===== src/rtl/coal_pkg.sv =====
package coal_pkg;
    localparam int DEF_THREADS    = 16;
    localparam int DEF_ADDR_W     = 32;
    localparam int DEF_LINE_BYTES = 32;

    typedef enum logic {
        CS_IDLE = 1'b0,
        CS_BUSY = 1'b1
    } coal_state_e;

    function automatic int unsigned off_width(input int unsigned line_bytes);
        return $clog2(line_bytes);
    endfunction
endpackage


===== src/rtl/coal_group_store.sv =====
module coal_group_store #(
    parameter int NT = coal_pkg::DEF_THREADS,
    parameter int AW = coal_pkg::DEF_ADDR_W
) (
    input  logic             clk,
    input  logic             rst,
    input  logic             load,
    input  logic [NT*AW-1:0] load_addr,
    input  logic [NT-1:0]    load_act,
    input  logic             retire,
    input  logic [NT-1:0]    retire_mask,
    output logic [NT*AW-1:0] addr_q,
    output logic [NT-1:0]    pending_q
);
    always_ff @(posedge clk) begin
        if (rst) begin
            addr_q    <= '0;
            pending_q <= '0;
        end else if (load) begin
            addr_q    <= load_addr;
            pending_q <= load_act;
        end else if (retire) begin
            pending_q <= pending_q & ~retire_mask;
        end
    end
endmodule


===== src/rtl/coal_line_pick.sv =====
module coal_line_pick #(
    parameter int NT = coal_pkg::DEF_THREADS,
    parameter int AW = coal_pkg::DEF_ADDR_W,
    parameter int OW = 5
) (
    input  logic [NT*AW-1:0] addr_i,
    input  logic [NT-1:0]    pending_i,
    output logic             any_o,
    output logic [AW-1:0]    line_o,
    output logic [NT-1:0]    mask_o,
    output logic [NT*OW-1:0] offs_o
);
    localparam int IW = (NT > 1) ? $clog2(NT) : 1;
    localparam logic [AW-1:0] OFF_MASK = AW'((64'd1 << OW) - 64'd1);

    logic [IW-1:0] lead;
    logic [AW-1:0] lead_addr;

    // lowest-numbered pending lane leads the next request
    always_comb begin
        lead = '0;
        for (int i = NT - 1; i >= 0; i--) begin
            if (pending_i[i]) lead = IW'(i);
        end
    end

    assign lead_addr = addr_i[lead*AW +: AW];
    assign any_o     = |pending_i;
    assign line_o    = lead_addr & ~OFF_MASK;

    for (genvar t = 0; t < NT; t++) begin : g_lane
        logic [AW-1:0] a;
        assign a = addr_i[t*AW +: AW];
        assign mask_o[t] = pending_i[t] && (((a ^ lead_addr) & ~OFF_MASK) == '0);
        assign offs_o[t*OW +: OW] = a[OW-1:0];
    end
endmodule


===== src/rtl/coal_seq.sv =====
module coal_seq (
    input  logic clk,
    input  logic rst,
    input  logic in_valid,
    input  logic any_pending,
    input  logic req_ready,
    output logic in_ready,
    output logic load,
    output logic req_valid,
    output logic retire,
    output logic done
);
    import coal_pkg::*;

    coal_state_e state_q, state_d;

    assign in_ready  = (state_q == CS_IDLE);
    assign load      = in_valid && in_ready;
    assign req_valid = (state_q == CS_BUSY) && any_pending;
    assign retire    = req_valid && req_ready;
    assign done      = (state_q == CS_BUSY) && !any_pending;

    always_comb begin
        state_d = state_q;
        case (state_q)
            CS_IDLE: if (load) state_d = CS_BUSY;
            CS_BUSY: if (!any_pending) state_d = CS_IDLE;
            default: state_d = CS_IDLE;
        endcase
    end

    always_ff @(posedge clk) begin
        if (rst) state_q <= CS_IDLE;
        else     state_q <= state_d;
    end
endmodule


===== src/rtl/coal_unit.sv =====
module coal_unit #(
    parameter int NT         = coal_pkg::DEF_THREADS,
    parameter int AW         = coal_pkg::DEF_ADDR_W,
    parameter int LINE_BYTES = coal_pkg::DEF_LINE_BYTES,
    localparam int OW        = coal_pkg::off_width(LINE_BYTES)
) (
    input  logic             clk,
    input  logic             rst,
    input  logic             in_valid,
    output logic             in_ready,
    input  logic [NT-1:0]    in_active,
    input  logic [NT*AW-1:0] in_addr,
    output logic             req_valid,
    input  logic             req_ready,
    output logic [AW-1:0]    req_line,
    output logic [NT-1:0]    req_mask,
    output logic [NT*OW-1:0] req_offs,
    output logic             done
);
    logic             load, retire, any_pending;
    logic [NT*AW-1:0] addr_q;
    logic [NT-1:0]    pending_q;

    coal_seq u_seq (
        .clk         (clk),
        .rst         (rst),
        .in_valid    (in_valid),
        .any_pending (any_pending),
        .req_ready   (req_ready),
        .in_ready    (in_ready),
        .load        (load),
        .req_valid   (req_valid),
        .retire      (retire),
        .done        (done)
    );

    coal_group_store #(.NT(NT), .AW(AW)) u_store (
        .clk         (clk),
        .rst         (rst),
        .load        (load),
        .load_addr   (in_addr),
        .load_act    (in_active),
        .retire      (retire),
        .retire_mask (req_mask),
        .addr_q      (addr_q),
        .pending_q   (pending_q)
    );

    coal_line_pick #(.NT(NT), .AW(AW), .OW(OW)) u_pick (
        .addr_i    (addr_q),
        .pending_i (pending_q),
        .any_o     (any_pending),
        .line_o    (req_line),
        .mask_o    (req_mask),
        .offs_o    (req_offs)
    );
endmodule


===== config.mk =====
export PLATFORM = sky130hd
export DESIGN_NAME = coal_unit
export DESIGN_NICKNAME = d
export VERILOG_FILES = /design/src/rtl/coal_pkg.sv /design/src/rtl/coal_group_store.sv /design/src/rtl/coal_line_pick.sv /design/src/rtl/coal_seq.sv /design/src/rtl/coal_unit.sv
export SDC_FILE = /design/constraint.sdc
export NUM_CORES = 1
export LEC_CHECK = 0
export ABC_AREA = 1
export BUFFER_PORTS_ARGS = -buffer_cell sky130_fd_sc_hd__buf_2
export CAP_MARGIN = 10
export CELL_PAD_IN_SITES_DETAIL_PLACEMENT = 1
export CELL_PAD_IN_SITES_GLOBAL_PLACEMENT = 2
export CORE_UTILIZATION = 30
export CTS_BUF_LIST = sky130_fd_sc_hd__clkbuf_8
export CTS_CLUSTER_SIZE = 16
export DETAILED_ROUTE_END_ITERATION = 8
export PLACE_DENSITY_LB_ADDON = 0.1
export SKIP_LAST_GASP = 1
export SLEW_MARGIN = 20
export SYNTH_ARGS = -nofsm -noshare
export SYNTH_HDL_FRONTEND = slang
export SYNTH_SLANG_ARGS = --single-unit

===== constraint.sdc =====
create_clock -name clk -period 4.4 [get_ports clk]
set_clock_uncertainty 0.2 [all_clocks]
set_input_delay 0.88 -clock clk [delete_from_list [all_inputs] [get_ports clk]]
set_output_delay 0.88 -clock clk [all_outputs]
set_load 0.03 [all_outputs]

## Yosys cells after proc, flatten, opt, wreduce, memory -nomap -nowiden

Index checks and enable logic that the tools add are counted.
W data, S select, Z words.

| operators by class | value |
|---|---|
| bitwise logic cells | 19 |
| reduce and logical (&&, ||, !) cells | 39 |
| muxes and demuxes | 21 |
| shifts and indexed selects | 1 |

Operators by type and width:

| cell | number |
|---|---|
| $logic_not A32 Y1 | 16 |
| $shiftx A512 B10 Y32 | 1 |
| $xor A32 B32 Y32 | 16 |
| $mux W4 | 16 |
| $mux W16 | 2 |
| $logic_and A1 B1 Y1 | 20 |
| $and A16 B16 Y16 | 1 |
| $not A16 Y16 | 1 |
| $reduce_or A16 Y1 | 1 |
| $mux W1 | 2 |
| $pmux W1 S2 | 1 |
| $reduce_bool A2 Y1 | 1 |
| $logic_not A1 Y1 | 1 |
| $not A1 Y1 | 1 |

| word-level totals | value |
|---|---|
| logic and storage cells | 83 |
| output and inout port bits | 131 |
| bits in registers | 529 |

## Longest topological paths before layout

Gate-level depths: netlist of run 1.

| depth | value |
|---|---|
| word-level depth | 24 |
| depth in mapped cells | 33 |
| gate-level depth less buffers | 31 |

## By module

Synthesis of run 1 repeated with hierarchy kept, for this count alone.

| second synthesis, totals | value |
|---|---|
| cell total of the unflattened synthesis | 5,314 |
| area, all modules | 32,288.5 um^2 |

By module, submodules not included:

| module | cells each | area an instance (um^2) | seq. area each (um^2) | times used |
|---|---|---|---|---|
| coal_group_store | 2,339 | 18,490.2 | 10,570.1 | 1 |
| coal_line_pick | 2,965 | 13,734.4 | 0.0 | 1 |
| coal_seq | 10 | 63.8 | 20.0 | 1 |

## Worst setup path after synthesis of run 1

Ideal clock, no wire load.

| timing | value |
|---|---|
| path kind | register -> output |
| start | register u_store.pending_q[14] |
| end | output port req_mask[12] |
| stages on the path, launching flop included | 33 |
| setup slack | 0.445 ns |
| arrival | 2.875 ns |
| path buffers | 3 |
| cell sequence | dfxtp_1 -> inv_2 -> nand2_1 -> nand2_1 -> nand2_1 -> nand2_1 -> nand2_1 -> nand2_1 -> nand2_1 -> nand2_1 -> nand2_1 -> nand2_1 -> nand2_1 -> nand2_1 -> nand2_1 -> nand2_4 -> nand2_8 -> buf_6 -> buf_4 -> nand2_1 -> nand3_1 -> nand3_1 -> nand3_2 -> nand2_2 -> buf_4 -> nand2_1 -> nand2_1 -> nand2_1 -> nor2_1 -> nand3_1 -> nor2_1 -> nand2_1 -> nor2_1 |

| on the way | value |
|---|---|
| word-level cells in the longest chain between the ends | 19 |

Ends and longest elaborated chain:

| what | RTL line | text |
|---|---|---|
| start: declaration | coal_group_store.sv:13 | `output logic [NT-1:0] pending_q` |
| start signal: assignment | coal_group_store.sv:21 | `pending_q <= load_act;` |
| start signal: assignment | coal_group_store.sv:23 | `pending_q <= pending_q & ~retire_mask;` |
| $mux W4 (15 in series) | coal_line_pick.sv:23 | `if (pending_i[i]) lead = IW'(i);` |
| $shiftx A512 B10 Y32 | coal_line_pick.sv:27 | `assign lead_addr = addr_i[lead*AW +: AW];` |
| $xor A32 B32 Y32 | coal_line_pick.sv:34 | `assign mask_o[t] = pending_i[t] && (((a ^ lead_addr) & ~OFF_MASK) == '0);` |
| $logic_not A32 Y1 | coal_line_pick.sv:34 |  |
| $logic_and A1 B1 Y1 | coal_line_pick.sv:34 |  |
| end: declaration | coal_unit.sv:16 | `output logic [NT-1:0] req_mask,` |

Every way passes these cells.

## Final worst setup path of run 1

| timing | value |
|---|---|
| start | register u_store.pending_q[13] |
| end | output port req_mask[3] |

| on the way | value |
|---|---|
| word-level cells in the longest chain between the ends | 18 |

Ends and longest elaborated chain:

| what | RTL line |
|---|---|
| $mux W4 (14 in series) | coal_line_pick.sv:23 |
| $shiftx A512 B10 Y32 | coal_line_pick.sv:27 |
| $xor A32 B32 Y32 | coal_line_pick.sv:34 |
| $logic_not A32 Y1 | coal_line_pick.sv:34 |
| $logic_and A1 B1 Y1 | coal_line_pick.sv:34 |

Every way passes these cells.

==> results of run 1 <==
## tightest hold or removal path, stage by stage
cell	delay (ps)
buf_2	80
nor2_1	30
nor2_1	80
## worst max path at each step
stage,startpoint,end,slack (ps)
after global routing,u_store.pending_q[14],req_mask[8],-1260
after detailed placement,u_store.pending_q[14],req_mask[6],-630
after global placement,u_store.pending_q[15],req_mask[9],-660
after floorplan,u_store.pending_q[14],req_mask[12],450
final,u_store.pending_q[13],req_mask[3],-1020
after CTS,u_store.pending_q[14],req_mask[10],-1040
## cell usage in the layout (no fill, tap or decap), types with 18 or more instances in the layout
master,instances
o21ai_0,527
clkbuf_8,136
nand2_2,28
nand2_4,28
nand3_1,692
nor2_4,20
buf_12,78
o21ai_1,18
buf_2,623
nor2_2,55
buf_6,52
nor2_1,479
o211ai_1,24
a21oi_1,386
buf_4,316
nand2_1,1276
nand3_2,61
dfxtp_1,528
nand3b_1,69
nand3_4,37
inv_1,425
## where the power goes
group	total [mW]	leakage [nW]	switching (mW)	internal, mW
clock	5.25	1.21	2.45	2.80
combinational	14.4	14.7	8.97	5.45
sequential	5.59	4.39	0.362	5.23
total	25.3	20.3	11.8	13.5
## cell families after synthesis
kind of cell    after synthesis  synth area share, %
flops                       529                 33.9
buf+inv                     844                 12.3
compound gates              956                 15.5
simple gates               2761                 38.3
other cells                   1               0.0120
## routing by layer
layer / wire length, um / vias up / global-route usage (%)
met2: 68900 / 1252 / 43.6
met3: 14200 / 173 / 8.02
li1: - / 18000 / -
met4: 4670 / 8 / 9.27
met5: 55 / - / 0
met1: 84300 / 18100 / 46.5
## cell type report
class	count	area (um^2)	share of cell area, %
Clock buffer	136	1870	4.40
Sequential cell	529	10600	24.9
Antenna cell	7	17.5	0.0412
Clock inverter	48	241	0.568
Inverter	407	1570	3.69
Multi-Input combinational cell	3726	18100	42.5
Tap cell	1380	1730	4.06
Timing Repair Buffer	1109	8420	19.8
## timing repair
| item | 4_1_cts | 5_1_grt |
|---|---|---|
| endpoints found under the setup margin | 42 | 42 |
| pin swaps | 46 | 38 |
| buffers inserted | 46 | 24 |
| gates cloned | 13 | 9 |
| hold buffers | 0 | 0 |
| resized for setup | 283 | 131 |
## flip-flops by register name (all words and copies together) (netlist names)
name	flops
u_store.addr_q	512
u_seq.state_q	1
u_store.pending_q	16
==> metrics, run 1 <==
status=complete, but fails checks; failing checks=negative setup slack; synthesized cell area=31300 um^2; Die Wd=325 um; Pwr per Cell Area=594 nW/um^2; hold path startpoint=in_addr[484]; nets=6410; Area growth, synth to finish=36.0%; Peak Freq=0.185 GHz; antenna violations before repair=15; min-delay worst type=in -> reg; Total Neg Setup Slack=-20640 ps; Seq cells post-synth=529; clk_lat worst skew=800 ps; reg2reg start=u_store.pending_q[13]; Worst Setup End Kind=primary output; pre-CTS WS=-628 ps; crit path time final=5420 ps; WHS Endpoint=u_store.addr_q[484]; clock-pin transition on the worst setup and hold timing paths=60 ps; Slowest-stage cell, CP=dfxtp_1; Cell variety after synth=26; setup slack after layout=-1020 ps; Ports=663; Avg Synthesized Cell Area=6.14 um^2; Slew @ Worst Pin=1170 ps; antenna-violating nets left=0; delay-heaviest family, CP=simple AND/OR/NAND/NOR gates; clock tree sinks=529; worst r2r dst=u_store.pending_q[3]; most instantiated cells after synthesis=nand2_1, nand3_1, nor2_1; CTS H-tree lvls=3; Slew headroom=22.0%; placed insts=7060; vias in the first global route=37.0k; Gate Count Post-Synth=5091; EDFF count, synth=0; Final Routed Wirelength=172000 um; first-pass GRT wire length=248000 um; vias=37.6k; Clock Tree Root=clkbuf_8; sequential share of the synthesized area=33.9%; Peak VDD IR=0.339 mV; cts bufs inserted=105; drt via density=5.12; DRC errors left=0; Design Power=25.3 mW; Final Util=41.1%; Hold WS=111 ps; Async S/R FF share, synth=0%; most frequent cell after synthesis=nand2_1; Worst path depth=30; most used cell, CP=nand2_1; Final Cycle Share=123%; largest net degree at the start of global routing=210; hold depth=3; CTS tree=yes; Port Buffer Count=657; count of pins over their slew limit=0; worst-case reg-to-reg path depth=31; Die H=325 um; routability-driven placement congestion ratio=0.897; DP Wirelength=130000 um; CP max stage delay=350 ps; core area=103000 um^2; die area=106000 um^2; Crit path required time=3320 ps; cell taking the most area after synthesis=dfxtp_1; Initial DRT Pass Iterations=5; drt wl/cell=23.4 um; Startpoint Class=register; Setup Viol. Count Final=42; All-Layer GR Usage=31.3%; Fin. Hold Viols=0; grt total ovfl=0; Yosys top cell area share=33.9%; worst path arrival time=4340 ps; row count=118; LEAKAGE=20.3 nW; Finished Layout Cells=7342; Clock Tree Buf Depth=3; CP bufs+invs=5; Max-Cap Viols=0; synth warn=0; share of cells above drive strength 1=25.5%; crit-path max FO=15; post-route cell area=42500 um^2; placed cell areas=37500 um^2; critical path class=reg -> out; RSZ-0062 raised after global routing=yes; Initial DRC Count=2930; Fillers=13.4k; R2R setup slack=500 ps; top post-synthesis cells by area=dfxtp_1, nand2_1, nand3_1, o21ai_0, nor2_1; initial core utilization=30.2%; Post-synth top flop=dfxtp_1
Power figures use the tool's default switching activity.
==> run 2: changes to the inputs <==
BUFFER_PORTS_ARGS = -buffer_cell sky130_fd_sc_hd__buf_4   (was -buffer_cell sky130_fd_sc_hd__buf_2)
==> run 2 against run 1 <==
  * Critical endpoint is now req_mask[13]
  * Wire length shrank 0.55%
  * The run still ends with negative setup slack left
  * Register-to-register slack lost 1500 ps
  * First-iteration DRC count grew 12%
  * Sequential cell count is the same
  * Cell area grew 5.4%
  * Cell count grew 0.79%
  * Fmax shrank 0.55%
  * Non-clock buffer count grew 50
==> metrics, run 2 (synthesis gave the netlist of run 1 again) <==
vias=38.2k (+1.6%); CTS tree=yes; Final Util=43.3% (+2.2 points); crit-path max FO=15 (unchanged); count of pins over their slew limit=0 (unchanged); Slew @ Worst Pin=1130 ps (-44.2 ps); Die H=325 um (unchanged); core area=103000 um^2 (unchanged); Die Wd=325 um (unchanged); critical path class=reg -> out; Port Buffer Count=657 (unchanged); drt via density=5.16 (+0.78%); drt wl/cell=23.1 um (-1.3%); Seq pwr share=21.4% (-0.7 points); die area=106000 um^2 (unchanged); clk_lat worst skew=770 ps (-30 ps); Pint=14.2 mW (+5.6%); Net Switching=12.0 mW (+1.9%); Crit path required time=3320 ps (about the same); Peak Freq=0.184 GHz (-0.55%); Final Routed Wirelength=171000 um (-0.55%); LEAKAGE=21.0 nW (+3.8%); row count=118 (unchanged); Setup Viol. Count Final=43 (+2.4%); Pwr per Cell Area=585 nW/um^2 (-1.4%); CTS H-tree lvls=3 (unchanged); Initial DRC Count=3283 (+12%); routability-driven placement congestion ratio=0.913 (+1.7%); largest net degree at the start of global routing=209 (-0.48%); share of cells above drive strength 1=26.9% (+1.3 points); Finished Layout Cells=7400 (+0.79%); Slowest-stage cell, CP=dfxtp_2; Fin. Hold Viols=0 (unchanged); reg2reg start=u_store.pending_q[14]; Hold WS=117 ps (+5.47 ps); most frequent cells in the layout=nand2_1, buf_4, nand3_1; hold path startpoint=in_addr[32]; vias in the first global route=37.2k (+0.67%); Reg with most FFs=u_store.addr_q; Slew headroom=24.2% (+2.2 points); worst path arrival time=4370 ps (+30 ps); CP max stage delay=330 ps (-20 ps); placed insts=7076 (+0.23%); Initial DRT Pass Iterations=5 (unchanged); min-delay worst type=in -> reg; DP Wirelength=129000 um (-0.34%); Comb pwr share=57.7% (+0.6 points); Total Neg Setup Slack=-22890 ps (-2250 ps); placed cell areas=39400 um^2 (+5.0%); most used cell, CP=nand2_1; status=complete, but fails checks; hold depth=3 (unchanged); Clock Tree Buf Depth=3 (unchanged); clock tree sinks=529 (unchanged); antenna-violating nets left=0 (unchanged); Area growth, synth to finish=43.4%; Ports=663 (unchanged); grt total ovfl=0 (unchanged); worst-case reg-to-reg path depth=49 (+58%); Final Cycle Share=124% (+0.69 points); Worst Setup End Kind=primary output; first-pass GRT wire length=248000 um (about the same); RSZ-0062 raised after global routing=yes; Clk pwr share=20.9% (about the same); Peak VDD IR=0.280 mV (-17%); DRC errors left=0 (unchanged); crit path time final=5450 ps (+30.2 ps); largest registers=u_store.addr_q x512, u_store.pending_q x16, u_seq.state_q x1; nets=6463 (+0.83%); clock-pin transition on the worst setup and hold timing paths=60 ps (about the same); crit path from=u_store.pending_q[14]; commonest non-fill, non-tap cell in the layout=nand2_1; setup slack after layout=-1050 ps (-30.2 ps); Startpoint Class=register; Max-Cap Viols=0 (unchanged); failing checks=negative setup slack; Clock Tree Root=clkbuf_8; post-route cell area=44800 um^2 (+5.4%); All-Layer GR Usage=31.1% (-0.26 points); max FFs per register=512 (unchanged); cts bufs inserted=105 (unchanged); initial core utilization=30.2% (unchanged); Sw Ratio=45.8% (-0.89 points); antenna violations before repair=4 (-11)
[run 2: power groups by stage]
stage | logic, mW | registers (mW) | clock network (mW)
2_1_floorplan | 6.90 | 5.54 | 0
3_3_place_gp | 12.2 | 5.69 | 0
3_5_place_dp | 12.4 | 5.69 | 0
4_1_cts | 14.1 | 5.59 | 5.60
5_1_grt | 16.2 | 5.65 | 5.83
6_report | 15.2 | 5.61 | 5.48
[run 2: metal layers]
metal  track usage (%)  share of wire, %  vias up
li1                  -                 -    18200
met1              48.0                50    18500
met2              43.8                40     1350
met3              5.82               7.9      156
met4              6.76               1.7        0
met5                 0                 0        -
[run 2: what timing repair did]
action,4_1_cts,5_1_grt
pin swaps,65,82
resized for setup,270,151
buffers inserted,73,37
hold buffers,0,0
gates cloned,11,9
setup endpoints to repair,42,43
[run 2: path summary, 6_finish.rpt]
kind,to,slack (ps)
worst min register to register,u_store.addr_q[479],290
worst max-delay path,req_mask[13],-1050
worst min-delay path,u_store.addr_q[32],120
worst max register to register,u_store.pending_q[1],-990
[run 2: stage by stage]
step                      setup WS (ps)  total power [mW]
after global routing              -1280              27.6
after detailed placement           -663              18.1
after floorplan                     445              12.4
final                             -1050              26.2
after global placement             -680              17.9
after CTS                         -1100              25.3
[run 2: worst max-delay path: cells and delay by family (launching register included)]
| family | cells | cell delay (ps) |
|---|---|---|
| AND/OR/NAND/NOR | 26 | 2160 |
| buffers and inverters | 7 | 1080 |
| flip-flops | 1 | 330 |
[run 2: area by class of cell]
class	count	area, um^2
antenna	3	7.51
sequential	529	10600
timing repair buffer	1159	10500
tap	1380	1730
inverter	407	1550
clock inverter	54	330
fill	13200	58700
multi-input combinational	3729	18300
clock buffer	139	1910
